`src/rtl/prog_sync_pkg.sv`:
```
// Shared types and frame constants for the serial programming synchronizer.
package prog_sync_pkg;

    localparam int          FRAME_W    = 32;
    localparam int          ECHO_LSB   = 8;      // third byte sits at [15:8]
    localparam logic [31:0] ENABLE_FRM = 32'hAC53_0000;
    localparam logic [31:0] ERASE_FRM  = 32'hAC80_0000;
    localparam logic [7:0]  ECHO_VAL   = 8'h53;

    typedef enum logic [3:0] {
        S_IDLE,
        S_RST,
        S_SETTLE,
        S_SEND,
        S_JUDGE,
        S_NUDGE,
        S_READY,
        S_ERSEND,
        S_ERWAIT,
        S_FAIL
    } seq_state_t;

endpackage

```
`src/rtl/prog_sync_timer.sv`:
```
// Down-counting delay timer shared by the reset, settle and erase waits.
// Assumes: the loaded value is the wait length minus one; expired is high
// while the count is zero, so a wait state lasts load_val+1 clocks.
module prog_sync_timer #(
    parameter int TW = 16
) (
    input  logic          clk,
    input  logic          rst_n,
    input  logic          load,
    input  logic [TW-1:0] load_val,
    output logic          expired
);

    logic [TW-1:0] cnt_q;

    // Load a new wait or count the running one down to zero.
    always_ff @(posedge clk) begin
        if (!rst_n) begin
            cnt_q <= '0;
        end else if (load) begin
            cnt_q <= load_val;
        end else if (cnt_q != '0) begin
            cnt_q <= cnt_q - 1'b1;
        end
    end

    assign expired = (cnt_q == '0);

endmodule

```
`src/rtl/prog_sync_shifter.sv`:
```
// Serial frame engine: sends a WORD_W-bit frame MSB first, or a single
// framing-slide pulse with MOSI low. Each SCK phase lasts HALF_DIV clocks.
// MOSI changes only at the falling edge or before the first rise. MISO is
// captured at each rising edge, by which time the target has updated it on
// the previous falling edge.
// Assumes: go and nudge are only raised while the engine is idle.
module prog_sync_shifter #(
    parameter int HALF_DIV = 4,
    parameter int WORD_W   = 32,
    parameter int ECHO_LSB = 8
) (
    input  logic              clk,
    input  logic              rst_n,
    input  logic              go,
    input  logic              nudge,
    input  logic [WORD_W-1:0] tx_word,
    input  logic              miso,
    output logic              sck,
    output logic              mosi,
    output logic              fin,
    output logic [7:0]        echo_byte
);

    localparam int HW  = $clog2(HALF_DIV + 1);
    localparam int BW  = $clog2(WORD_W + 1);
    localparam int RXW = ECHO_LSB + 8;

    logic              active_q;
    logic [HW-1:0]     hcnt_q;
    logic [BW-1:0]     left_q;
    logic [WORD_W-1:0] txs_q;
    logic [RXW-1:0]    rxs_q;
    logic              sck_q;
    logic              mosi_q;
    logic              fin_q;

    // Phase timing, bit shifting and MISO capture for one frame or pulse.
    always_ff @(posedge clk) begin
        if (!rst_n) begin
            active_q <= 1'b0;
            hcnt_q   <= '0;
            left_q   <= '0;
            txs_q    <= '0;
            rxs_q    <= '0;
            sck_q    <= 1'b0;
            mosi_q   <= 1'b0;
            fin_q    <= 1'b0;
        end else begin
            fin_q <= 1'b0;
            if (!active_q) begin
                if (go) begin
                    active_q <= 1'b1;
                    txs_q    <= tx_word << 1;
                    mosi_q   <= tx_word[WORD_W-1];
                    left_q   <= BW'(WORD_W);
                    hcnt_q   <= HW'(HALF_DIV - 1);
                end else if (nudge) begin
                    active_q <= 1'b1;
                    txs_q    <= '0;
                    mosi_q   <= 1'b0;
                    left_q   <= BW'(1);
                    hcnt_q   <= HW'(HALF_DIV - 1);
                end
            end else if (hcnt_q != '0) begin
                hcnt_q <= hcnt_q - 1'b1;
            end else begin
                hcnt_q <= HW'(HALF_DIV - 1);
                if (!sck_q) begin
                    sck_q <= 1'b1;
                    rxs_q <= {rxs_q[RXW-2:0], miso};
                end else begin
                    sck_q <= 1'b0;
                    if (left_q == BW'(1)) begin
                        active_q <= 1'b0;
                        fin_q    <= 1'b1;
                        mosi_q   <= 1'b0;
                    end else begin
                        mosi_q <= txs_q[WORD_W-1];
                        txs_q  <= txs_q << 1;
                        left_q <= left_q - 1'b1;
                    end
                end
            end
        end
    end

    assign sck       = sck_q;
    assign mosi      = mosi_q;
    assign fin       = fin_q;
    assign echo_byte = rxs_q[RXW-1:ECHO_LSB];

endmodule

```
`src/rtl/prog_sync_seq.sv`:
```
// Sequencing state machine: reset pulse, settle wait, enable frames with
// echo check and framing-slide retries, attempt limit, and the erase-then-
// restart helper.
// Assumes: the timer and shifter respond in the cycle after load/go/nudge.
module prog_sync_seq
    import prog_sync_pkg::*;
#(
    parameter int RST_CYC    = 4,
    parameter int SETTLE_CYC = 20000,
    parameter int ERASE_CYC  = 10000,
    parameter int MAX_TRIES  = 32,
    parameter int TW         = 16,
    parameter int ATT_W      = 6
) (
    input  logic               clk,
    input  logic               rst_n,
    input  logic               start,
    input  logic               erase_req,
    input  logic               tmr_expired,
    input  logic               sh_fin,
    input  logic [7:0]         echo_byte,
    output logic               tmr_load,
    output logic [TW-1:0]      tmr_val,
    output logic               sh_go,
    output logic               sh_nudge,
    output logic [FRAME_W-1:0] tx_word,
    output logic               tgt_reset,
    output logic               done,
    output logic               fail,
    output logic [ATT_W-1:0]   attempts
);

    seq_state_t       st_q, st_d;
    logic             rst_q;
    logic             done_q;
    logic             fail_q;
    logic [ATT_W-1:0] att_q;
    logic             enter_rst;
    logic             new_frame;

    // Next state and the one-cycle commands to the timer and shifter.
    always_comb begin
        st_d     = st_q;
        tmr_load = 1'b0;
        tmr_val  = '0;
        sh_go    = 1'b0;
        sh_nudge = 1'b0;
        case (st_q)
            S_IDLE, S_FAIL: begin
                if (start) begin
                    st_d     = S_RST;
                    tmr_load = 1'b1;
                    tmr_val  = TW'(RST_CYC - 1);
                end
            end
            S_READY: begin
                if (start) begin
                    st_d     = S_RST;
                    tmr_load = 1'b1;
                    tmr_val  = TW'(RST_CYC - 1);
                end else if (erase_req) begin
                    st_d  = S_ERSEND;
                    sh_go = 1'b1;
                end
            end
            S_RST: begin
                if (tmr_expired) begin
                    st_d     = S_SETTLE;
                    tmr_load = 1'b1;
                    tmr_val  = TW'(SETTLE_CYC - 1);
                end
            end
            S_SETTLE: begin
                if (tmr_expired) begin
                    st_d  = S_SEND;
                    sh_go = 1'b1;
                end
            end
            S_SEND: begin
                if (sh_fin) st_d = S_JUDGE;
            end
            S_JUDGE: begin
                if (echo_byte == ECHO_VAL) begin
                    st_d = S_READY;
                end else if (att_q == ATT_W'(MAX_TRIES)) begin
                    st_d = S_FAIL;
                end else begin
                    st_d     = S_NUDGE;
                    sh_nudge = 1'b1;
                end
            end
            S_NUDGE: begin
                if (sh_fin) begin
                    st_d  = S_SEND;
                    sh_go = 1'b1;
                end
            end
            S_ERSEND: begin
                if (sh_fin) begin
                    st_d     = S_ERWAIT;
                    tmr_load = 1'b1;
                    tmr_val  = TW'(ERASE_CYC - 1);
                end
            end
            S_ERWAIT: begin
                if (tmr_expired) begin
                    st_d     = S_RST;
                    tmr_load = 1'b1;
                    tmr_val  = TW'(RST_CYC - 1);
                end
            end
            default: st_d = S_IDLE;
        endcase
    end

    assign tx_word   = (st_q == S_READY) ? ERASE_FRM : ENABLE_FRM;
    assign enter_rst = (st_d == S_RST) && (st_q != S_RST);
    assign new_frame = sh_go && (st_q != S_READY);

    // State register and registered status outputs.
    always_ff @(posedge clk) begin
        if (!rst_n) begin
            st_q   <= S_IDLE;
            rst_q  <= 1'b0;
            done_q <= 1'b0;
            fail_q <= 1'b0;
            att_q  <= '0;
        end else begin
            st_q   <= st_d;
            rst_q  <= (st_d == S_RST);
            done_q <= (st_q == S_JUDGE) && (st_d == S_READY);
            if (enter_rst) begin
                fail_q <= 1'b0;
            end else if (st_d == S_FAIL) begin
                fail_q <= 1'b1;
            end
            if (enter_rst) begin
                att_q <= '0;
            end else if (new_frame) begin
                att_q <= att_q + 1'b1;
            end
        end
    end

    assign tgt_reset = rst_q;
    assign done      = done_q;
    assign fail      = fail_q;
    assign attempts  = att_q;

endmodule

```
`src/rtl/prog_sync_ctrl.sv`:
```
// Top of the serial programming enable synchronizer: ties the sequencer,
// the shared delay timer and the serial frame engine together.
// Assumes: all delays are in system clock cycles; HALF_DIV is chosen so that
// each SCK phase spans more than two target clock periods.
module prog_sync_ctrl
    import prog_sync_pkg::*;
#(
    parameter int HALF_DIV   = 4,
    parameter int RST_CYC    = 4,
    parameter int SETTLE_CYC = 20000,
    parameter int ERASE_CYC  = 10000,
    parameter int MAX_TRIES  = 32,
    localparam int ATT_W     = $clog2(MAX_TRIES + 1)
) (
    input  logic             clk,
    input  logic             rst_n,
    input  logic             start,
    input  logic             erase_req,
    input  logic             miso,
    output logic             tgt_reset,
    output logic             sck,
    output logic             mosi,
    output logic             done,
    output logic             fail,
    output logic [ATT_W-1:0] attempts
);

    localparam int TMAX_A = (SETTLE_CYC > ERASE_CYC) ? SETTLE_CYC : ERASE_CYC;
    localparam int TMAX   = (TMAX_A > RST_CYC) ? TMAX_A : RST_CYC;
    localparam int TW     = $clog2(TMAX + 1);

    logic               tmr_load;
    logic [TW-1:0]      tmr_val;
    logic               tmr_expired;
    logic               sh_go;
    logic               sh_nudge;
    logic               sh_fin;
    logic [FRAME_W-1:0] tx_word;
    logic [7:0]         echo_byte;

    prog_sync_seq #(
        .RST_CYC   (RST_CYC),
        .SETTLE_CYC(SETTLE_CYC),
        .ERASE_CYC (ERASE_CYC),
        .MAX_TRIES (MAX_TRIES),
        .TW        (TW),
        .ATT_W     (ATT_W)
    ) u_seq (
        .clk        (clk),
        .rst_n      (rst_n),
        .start      (start),
        .erase_req  (erase_req),
        .tmr_expired(tmr_expired),
        .sh_fin     (sh_fin),
        .echo_byte  (echo_byte),
        .tmr_load   (tmr_load),
        .tmr_val    (tmr_val),
        .sh_go      (sh_go),
        .sh_nudge   (sh_nudge),
        .tx_word    (tx_word),
        .tgt_reset  (tgt_reset),
        .done       (done),
        .fail       (fail),
        .attempts   (attempts)
    );

    prog_sync_timer #(
        .TW(TW)
    ) u_timer (
        .clk     (clk),
        .rst_n   (rst_n),
        .load    (tmr_load),
        .load_val(tmr_val),
        .expired (tmr_expired)
    );

    prog_sync_shifter #(
        .HALF_DIV(HALF_DIV),
        .WORD_W  (FRAME_W),
        .ECHO_LSB(ECHO_LSB)
    ) u_shift (
        .clk      (clk),
        .rst_n    (rst_n),
        .go       (sh_go),
        .nudge    (sh_nudge),
        .tx_word  (tx_word),
        .miso     (miso),
        .sck      (sck),
        .mosi     (mosi),
        .fin      (sh_fin),
        .echo_byte(echo_byte)
    );

endmodule

```
`config.mk`:
```
export PLATFORM = sky130hd
export DESIGN_NAME = prog_sync_ctrl
export DESIGN_NICKNAME = d
export VERILOG_FILES = /design/src/rtl/prog_sync_pkg.sv /design/src/rtl/prog_sync_timer.sv /design/src/rtl/prog_sync_shifter.sv /design/src/rtl/prog_sync_seq.sv /design/src/rtl/prog_sync_ctrl.sv
export SDC_FILE = /design/constraint.sdc
export NUM_CORES = 1
export LEC_CHECK = 0
export CELL_PAD_IN_SITES_DETAIL_PLACEMENT = 0
export CELL_PAD_IN_SITES_GLOBAL_PLACEMENT = 1
export CORE_UTILIZATION = 40
export CTS_CLUSTER_SIZE = 24
export DETAILED_ROUTE_END_ITERATION = 10
export DONT_BUFFER_PORTS = 1
export GPL_TIMING_DRIVEN = 0
export MAX_ROUTING_LAYER = met4
export PLACE_DENSITY = 0.78
export SYNTH_ARGS = -nofsm -noshare
export SYNTH_HDL_FRONTEND = slang
export SYNTH_SLANG_ARGS = --single-unit
```
`constraint.sdc`:
```
create_clock -name clk -period 2.68 [get_ports clk]
set_input_delay 0.67 -clock clk [delete_from_list [all_inputs] [get_ports clk]]
set_output_delay 0.67 -clock clk [all_outputs]
set_load 0.005 [all_outputs]
```
==> flow_summary_export.csv <==
group,metric,value,unit
timing,hold-worst-slack,0.445,ns
pwr,total_power,3.48,mW
floorplan,initial_utilization,0.411,
placement,pre_cts_slack,0.229,ns
critical_path,worst-path-max-fanout,10,
clock_tree,number_of_buffers_created_by_cts,9,
routing,dr.first_iter.drc_count,163,
floorplan,floorplan.die.height,99.2,um
critical_path,timing.critical_path.cells,"inv_1 > ha_1 > nor3b_4 > nand4_4 > clkbuf_1 > o31ai_1 > nor2_1",
routing,remaining_drc_errors,0,
synth,yosysUniqueCellTypes,66,
synth,ys_warns,0,
finish,multi_input_logic_area,2160,sq um
pwr,p_per_area,842,nW/um^2
global_routing,grt_remaining_overflow,0,
timing,min_period_over_period,0.895,
global_routing,first_global_vias,3117,
job,drv_cap,0,
timing,max_freq,417,MHz
clock_tree,worst_setup_hold_path_clk_slew,0.08,ns
synth,synth-edff-count,0,
critical_path,path_buf_inv,2,
finish,layout.area.seq,1440,sq um
critical_path,reg2reg_depth,7,
hold_path,worst_hold_path_type,"primary input to flip-flop",
synth,synth.avg_cell_area,8.55,sq um
timing,fin_ws,0.281,ns
critical_path,worstSetupStartpointType,"flip-flop",
timing,period_needed,2.40,ns
critical_path,crit_path_max_cell_delay,0.60,ns
finish,ratio_of_cells_with_drive_above_1_in_the_final_layout,0.0917,
timing,final_max_slew_viol_count,0,
placement,post-dp-hpwl,6.55,mm
timing,rsz0062_at_grt,"false",
placement,placer_congestion_estimate,0.942,
routing,detailed_route_via_count,3334,
clock_tree,cts-htree-levels,3,
finish,stdcell_area,4140,sq um
clock_tree,tritoncts,"built",
synth,syn-instance-count,442,
timing,relative_slew_margins,0.531,
synth,ys_ff_latch,72,
floorplan,rows,35,
floorplan,dieArea,9840,sq um
critical_path,worst-r2r-setup-slack,0.28,ns
global_routing,grt_max_degree,13,
timing,worstMarginPinSlew,0.697,ns
synth,netlist_area,3780,sq um
routing,route.antenna.remaining_nets,0,
global_routing,grt_first_pass_wirelength,15.3,mm
critical_path,cell_family_with_most_cp_delay,"simple AND/OR/NAND/NOR gates",
hold_path,worst_hold_path.endpoint,"u_shift.rxs_q[0]",
synth,synth_nets,454,
timing,finalSetupTns,0,ns
routing,wl_per_cell,16.2,um
timing,worst_clock_skew,0.0100,ns
critical_path,critPathKind,"flip-flop to flip-flop",
routing,drt-vias-per-instance,5.86,
status,run_status,"finished, final reports clean",
clock_tree,clk_root_buffer_cell,"clkbuf_8",
hold_path,hold_depth,2,
critical_path,crit_path_end_kind,"flip-flop",
clock_tree,clock_sink_count,72,
routing,finalWirelength,9.23,mm
critical_path,critical_r2r_launch,"u_timer.cnt_q[0]",
clock_tree,clock_insertion_delay_worst_skew,0.35,ns
finish,diodes,0,
critical_path,rr_endpoint,"u_timer.cnt_q[2]",
global_routing,overall_track_demand_over_capacity_in_global_routing,0.203,
finish,area_growth,9.43,%
floorplan,num_io_pins,16,
finish,num-fill-cells,907,
clock_tree,maximum_root_to_sink_buffer_count,2,
pwr,irDropWorstVdd,0.352,mV
synth,synth-main-ff-cell,"dfxtp_1",
routing,drt_pre_antenna_iters,5,
critical_path,cp.required,2.89,ns
critical_path,crit_path_dat,2.61,ns
timing,report.final.setup_viol,0,
timing,timing_hold_violations_final,0,
placement,placement.io_buffers,0,
floorplan,fp.dieW,99.2,um
synth,ys_async_sr_fraction,0,
hold_path,worstHoldStart,"miso",
critical_path,cp_slowest_cell,"o31ai_1",
clock_tree,cts_hold_repair.buffers,0,
floorplan,design.core.area,9200,sq um
finish,layout.nets,465,
synth,synth-seq-area-share,0.381,
global_routing,number_of_antenna_violations_at_the_first_check_in_global_routing,0,
pwr,total_leakage_power,1.46,nW
placement,placed_cell_area,3920,sq um
sequential cells by signal, summed over array words and instances, names as in the netlist, 3 cells and up:
| register | count |
|---|---|
| u_shift.txs_q | 15 |
| u_seq.attempts | 6 |
| u_shift.hcnt_q | 3 |
| u_shift.left_q | 6 |
| u_timer.cnt_q | 15 |
| u_seq.st_q | 4 |
| u_shift.rxs_q | 16 |
kinds of logic after synthesis:
family / after synthesis / synth area share
AOI/OAI and AO/OA: 111 / 0.211
xor gates and xnor gates: 16 / 0.0371
adders and majority gates: 7 / 0.0232
buffers and inverters: 45 / 0.0480
DFF: 72 / 0.381
muxes: 13 / 0.0344
and+or+nand+nor: 178 / 0.265
worst reg2reg max path, stage by stage, from the launching register on:
cell and delay (ns):
dfxtp_1 0.32, inv_1 0.09, ha_1 0.19, nor3b_4 0.39, nand4_4 0.26, clkbuf_1 0.30
o31ai_1 0.61, nor2_1 0.11
routing by layer:
| layer | up-vias | track usage | part of all wire |
|---|---|---|---|
| met5 | - | - | 0 |
| met4 | 0 | 0.0633 | 0.015 |
| met3 | 15 | 0.0457 | 0.056 |
| met2 | 84 | 0.313 | 0.45 |
| met1 | 1580 | 0.264 | 0.48 |
| li1 | 1655 | - | - |
timing repair:
action,4_1_cts,5_1_grt
endpoints found under the setup margin,0,1
buffers inserted,0,0
resized for setup,0,1
hold endpoints to repair,0,0
cell usage in the layout, fill, tap and decap left out, types with 6 or more instances in the layout:
cell type / Yosys / routed
inv_1: 16 / 16
o211ai_1: 10 / 10
nor3_1: 22 / 22
clkbuf_8: 0 / 9
clkbuf_1: 18 / 19
o21a_1: 7 / 7
a31oi_1: 8 / 8
nand2_1: 52 / 52
o21ai_0: 7 / 7
mux2i_1: 13 / 13
xor2_1: 11 / 11
nand3_1: 10 / 10
o31ai_1: 6 / 6
a211oi_1: 6 / 6
nor4_1: 7 / 6
buf_2: 10 / 10
a21oi_1: 27 / 27
nor2_1: 34 / 34
ha_1: 7 / 7
dfxtp_1: 72 / 72
worst max-delay path by stage:
stage,start,endpoint,slack [ns],cells after the start
after floorplan,u_timer.cnt_q[0],u_seq.fail,0.56,7
final,u_timer.cnt_q[0],u_timer.cnt_q[2],0.28,7
after global routing,u_timer.cnt_q[0],u_timer.cnt_q[2],0.05,7
after global placement,u_timer.cnt_q[0],u_timer.cnt_q[2],0.26,7
after CTS,u_timer.cnt_q[0],u_timer.cnt_q[2],0.22,7
after detailed placement,u_timer.cnt_q[0],u_timer.cnt_q[2],0.23,7
layout make-up:
type	count	area share
Buffer	29	0.0293
Clock buffer	10	0.0309
Clock inverter	6	0.0203
Inverter	16	0.0145
Multi-Input combinational cell	325	0.523
Sequential cell	72	0.348
Tap cell	111	0.0336
synth_stat cells, drive strengths merged, types with 5 or more instances:
library cell  number  area (sq um)
ha                 7          87.6
clkbuf            18          67.6
nand3             10          50.1
nand2b             5          31.3
nor4               9          86.3
o21ai              9          56.3
mux2i             13           130
a211oi             6          45.0
o211ai            12           100
nand2             52           195
or4                6          48.8
a21oi             27           135
inv               16          60.1
xor2              11          96.3
nor2              35           139
o31ai              6          45.0
dfxtp             72          1440
nand3b             5          37.5
a31oi              8          50.1
o21a               7          52.6
nor3              22           110
xnor2              5          43.8
buf               11          53.8
stage by stage:
step,instances,util
after floorplan,442,-
after global placement,553,0.426
after detailed placement,553,0.426
after CTS,569,0.449
after global routing,569,0.450
final,569,0.450
report_power, final:
group          leakage (nW)  switching (mW)  total, mW  internal (mW)
clock network         0.110           0.410      0.931          0.521
registers             0.582           0.130       1.31           1.18
logic                 0.768           0.742       1.24          0.503
(Power assumes the default switching activity.)
